<file path="config.mk">
export PLATFORM = sky130hd
export DESIGN_NAME = spi_rx_queue
export DESIGN_NICKNAME = d
export VERILOG_FILES = /design/src/rtl/spi_rx_queue.sv
export SDC_FILE = /design/constraint.sdc
export NUM_CORES = 1
export LEC_CHECK = 0
export BUFFER_PORTS_ARGS = -buffer_cell sky130_fd_sc_hd__buf_2
export CORE_MARGIN = 10
export CORE_UTILIZATION = 35
export CTS_BUF_LIST = sky130_fd_sc_hd__clkbuf_16
export DETAILED_ROUTE_END_ITERATION = 7
export HOLD_SLACK_MARGIN = 0.06
export MAX_ROUTING_LAYER = met4
export PLACE_DENSITY = 0.63
export SYNTH_ARGS = -nofsm -noshare
export SYNTH_HDL_FRONTEND = slang
export SYNTH_SLANG_ARGS = --single-unit
</file>
<file path="constraint.sdc">
create_clock -name clk -period 3.2 [get_ports clk]
set_input_delay 0.32 -clock clk [delete_from_list [all_inputs] [get_ports clk]]
set_output_delay 0.32 -clock clk [all_outputs]
set_load 0.05 [all_outputs]
</file>
<file path="src/rtl/spi_rx_queue.sv">
module spi_rx_queue #(
  parameter int W     = 16,
  parameter int DEPTH = 4,
  localparam int AW   = $clog2(DEPTH),
  localparam int CW   = AW + 1
) (
  input  logic          clk,
  input  logic          rst_n,
  input  logic          flush,
  input  logic          keep_ovf,
  input  logic          frame_done,
  input  logic [W-1:0]  frame_data,
  input  logic          xfer_start,
  input  logic          pop,
  output logic [W-1:0]  pop_data,
  input  logic          dma_done,
  input  logic          clr_wr,
  input  logic [1:0]    clr_bits,
  output logic [CW-1:0] level,
  output logic          ovf_flag,
  output logic          drain_flag
);

  logic [W-1:0]  mem [DEPTH];
  logic [AW-1:0] wr_ptr, rd_ptr;
  logic [CW-1:0] cnt, cnt_nxt;
  logic [W-1:0]  hold_d;
  logic          hold_v, drop_pend, ovf_q, drn_q;

  wire full      = (cnt == CW'(DEPTH));
  wire empty     = (cnt == '0);
  wire do_pop    = pop && !empty;
  wire room      = !full || do_pop;
  wire take      = frame_done && !drop_pend;
  wire push_hold = hold_v && room;
  wire push_new  = take && !hold_v && room;
  wire do_push   = push_hold || push_new;
  wire [W-1:0] push_d = hold_v ? hold_d : frame_data;
  wire overrun   = xfer_start && full && hold_v;

  assign cnt_nxt = cnt + CW'(do_push) - CW'(do_pop);

  function automatic logic [AW-1:0] bump(input logic [AW-1:0] p);
    return (p == AW'(DEPTH-1)) ? '0 : p + 1'b1;
  endfunction

  always_ff @(posedge clk) begin
    if (do_push && !flush) mem[wr_ptr] <= push_d;
  end

  always_ff @(posedge clk or negedge rst_n) begin
    if (!rst_n) begin
      wr_ptr    <= '0;
      rd_ptr    <= '0;
      cnt       <= '0;
      hold_v    <= 1'b0;
      hold_d    <= '0;
      drop_pend <= 1'b0;
      drn_q     <= 1'b0;
    end else if (flush) begin
      wr_ptr    <= '0;
      rd_ptr    <= '0;
      cnt       <= '0;
      hold_v    <= 1'b0;
      drop_pend <= 1'b0;
      drn_q     <= 1'b0;
    end else begin
      if (do_push) wr_ptr <= bump(wr_ptr);
      if (do_pop)  rd_ptr <= bump(rd_ptr);
      cnt <= cnt_nxt;

      if (take && (hold_v || !room)) begin
        hold_v <= 1'b1;
        hold_d <= frame_data;
      end else if (push_hold) begin
        hold_v <= 1'b0;
      end

      if (overrun && !keep_ovf) drop_pend <= 1'b1;
      else if (frame_done)      drop_pend <= 1'b0;

      if (cnt_nxt != '0)
        drn_q <= 1'b1;
      else if (dma_done || (clr_wr && clr_bits[1]))
        drn_q <= 1'b0;
    end
  end

  always_ff @(posedge clk or negedge rst_n) begin
    if (!rst_n)                        ovf_q <= 1'b0;
    else if (overrun)                  ovf_q <= 1'b1;
    else if (clr_wr && clr_bits[0])    ovf_q <= 1'b0;
  end

  assign pop_data   = mem[rd_ptr];
  assign level      = cnt;
  assign ovf_flag   = ovf_q;
  assign drain_flag = drn_q;

endmodule

</file>
==> key figures <==
GRT
  – Total Routing Usage GR: 0.0998
  – Overflow after GRT: 0
  – First-pass GRT wire length: 11,300 microns
  – Pin count of the biggest net entering global routing: 28
  – Vias in the first global route: 2,093
  – Initial antenna violation count: 1

Critical path
  – Kind of cell adding the most delay to the critical path: simple AND/OR/NAND/NOR gates
  – Stages on the worst setup path: 10
  – CP Capture Type: flop
  – Max stage delay on crit path: 0.49 ns
  – R2r endpoint: drain_flag
  – FF-to-FF setup slack: 0.23 ns
  – Worst Setup Start Kind: flop
  – Slowest-stage cell, CP: dfrtp_1
  – WP data required: 3.41 ns
  – Worst Path Buf+Inv: 2
  – Data arrival, critical path: 3.18 ns
  – Worst r2r src: level[1]
  – Critical-path cell list: nor4b_4, o21bai_2, ha_1, inv_1, ha_1, inv_1, fa_1, xnor3_1, nor2_1, or4_1
  – CP Class: flop to flop
  – FF-to-FF path depth: 10
  – Critical Path Fanout Max: 7

Pwr
  – Leak: 0.00174 uW
  – VDD IR-drop max: 0.600 mV
  – Power Density: 814 nW/um^2

Detailed routing
  – Drt pass-1 iters: 4
  – Via count: 1,895
  – Drc violations: 0
  – Final wirelength: 7090 microns
  – WL/cell: 17.9 microns
  – Violation count after the first detailed-routing iteration: 92
  – Vias/cell: 4.80
  – Final ANT Viol Nets: 0

Clocking
  – Bufs on Longest Clock Path: 2
  – Clock-pin slew on the worst setup and hold paths: 0.07 ns
  – CTS tree: built
  – CTS buffer count: 9
  – # H-tree levels: 3
  – Post-CTS Setup Bufs: 0
  – Worst skew pair latency: 0.34 ns
  – Clock Sinks: 91
  – Clock Tree Root: clkbuf_16
  – Resize count post-CTS: 0

Job
  – Max_cap viols: 0

Floorplan
  – # IOs: 48
  – Rows: 37
  – Core Box Area: 10,500 sq um
  – Die H: 124 microns
  – Die area: 15,400 sq um
  – Die W: 124 microns
  – Starting Density: 0.363

Yosys
  – Seq/Total Area, Yosys: 0.684
  – Top post-synthesis cells by area: edfxtp_1 51%, dfrtp_1 18%, mux4_2 9.5%
  – Syn Inst Count: 196
  – Mapped cell area: 3800 sq um
  – #FFs+latches synth: 91
  – Share of the synthesized area in the top cell type: 0.506
  – YS warnings: 0
  – Post-synth EDFFs: 64
  – Commonest cells post-synth: 64 x edfxtp_1, 27 x dfrtp_1, 23 x mux2_2
  – Post-synth ARST share: 0.297
  – Syn_nets: 230
  – Synth unique cells: 34
  – Synth Flop Type: edfxtp_1
  – Area leader, netlist: edfxtp_1
  – Avg Cell Area, Syn: 19.4 sq um
  – Count leader, synth: edfxtp_1

Hold path
  – Worst hold endpoint: drop_pend
  – Hold path start: keep_ovf
  – Worst Hold Class: input port to flop
  – Hold depth: 2

Place
  – Placer Congestion: 0.716
  – Placed cell area: 4220 sq um
  – HPWL after detailed placement: 4570 microns
  – Buffers on Ports: 47

STA
  – Final Hold Viols: 0
  – Worst Tran Pin Value: 0.865 ns
  – Worst clock skew: 0.0104 ns
  – Min Tclk post-route: 2.97 ns
  – Hold slack: 0.154 ns
  – Final Max Tran Viols: 0
  – Final period util: 0.928
  – Setup_tns: 0 ns
  – RSZ-0062 raised after global routing: no
  – Final setup viols: 0
  – Max Fclk: 337 MHz
  – Max_slew headroom: 0.420

Cells and area
  – Fillers: 941
  – Final Instance Area: 4550 sq um
  – Share of cells above drive strength 1: 0.484
  – Nets: 287
  – Area Overhead vs Synth: 19.8%

Run status
  – Outcome: completed
-- placed cells by master (no fill, tap or decap), types with 2 or more instances in the layout --
| master | n |
|---|---|
| dfrtp_1 | 27 |
| inv_8 | 3 |
| mux2_2 | 23 |
| nor2_1 | 6 |
| ha_1 | 6 |
| nor3b_2 | 4 |
| clkbuf_16 | 9 |
| nand2_1 | 6 |
| mux4_2 | 16 |
| inv_6 | 2 |
| mux2_4 | 10 |
| buf_4 | 6 |
| edfxtp_1 | 64 |
| inv_1 | 6 |
| buf_2 | 47 |
-- report_power, final --
group / switching, uW / internal (uW)
sequential: 108 / 1450
clock: 479 / 628
combinational: 617 / 421
-- area by class of cell --
class                   instances  area, sq um  area share
inverters                       6         22.5     0.00495
flip-flops and latches         91         2600       0.571
well taps                     136          170      0.0374
repair buffers                 54          290      0.0638
clock buffers                   9          225      0.0495
diodes                          1         2.50    0.000550
multi-input cells              91         1150       0.253
clock inverters                 7         88.8      0.0195
-- metrics by stage --
stage,util,cells,worst slack [ns],total power (uW)
CTS,0.434,394,0.195,3750
global route,0.435,395,0.0656,3860
finish,0.435,395,0.229,3700
detailed placement,0.403,377,0.191,2640
global placement,0.403,377,0.255,2620
floorplan,-,196,0.202,2400
-- per-layer routing --
layer	up-vias	global-route usage	share of wire
met1	964	0.120	0.44
met3	9	0.0321	0.057
met5	-	-	0
li1	882	-	-
met2	40	0.155	0.49
met4	0	0.0345	0.013
-- logic make-up after synthesis --
| family | count (synthesis) | share of synthesized area |
|---|---|---|
| adders and majority gates | 7 | 0.0250 |
| muxes | 50 | 0.205 |
| and+or+nand+nor | 23 | 0.0366 |
| DFF | 91 | 0.684 |
| buffers and inverters | 14 | 0.0181 |
| AOI/OAI and AO/OA | 8 | 0.0201 |
| xor gates and xnor gates | 3 | 0.0105 |
-- worst max-delay path by stage --
stage,from,endpoint,slack [ns]
finish,level[1],drain_flag,0.23
global route,level[1],drain_flag,0.07
CTS,level[1],drain_flag,0.20
detailed placement,level[1],drain_flag,0.19
global placement,level[1],drain_flag,0.26
floorplan,level[1],drain_flag,0.20
-- flip-flops by register name, summed over array words and instances, names as in the netlist --
register,cells
drain_flag,1
drop_pend,1
hold_d,16
hold_v,1
level,3
mem,64
ovf_flag,1
rd_ptr,2
wr_ptr,2
-- timing repair --
action	4_1_cts	5_1_grt
hold endpoints to repair	25	0
setup endpoints to repair	0	0
hold buffers	1	0
Power figures use the tool's default switching activity.
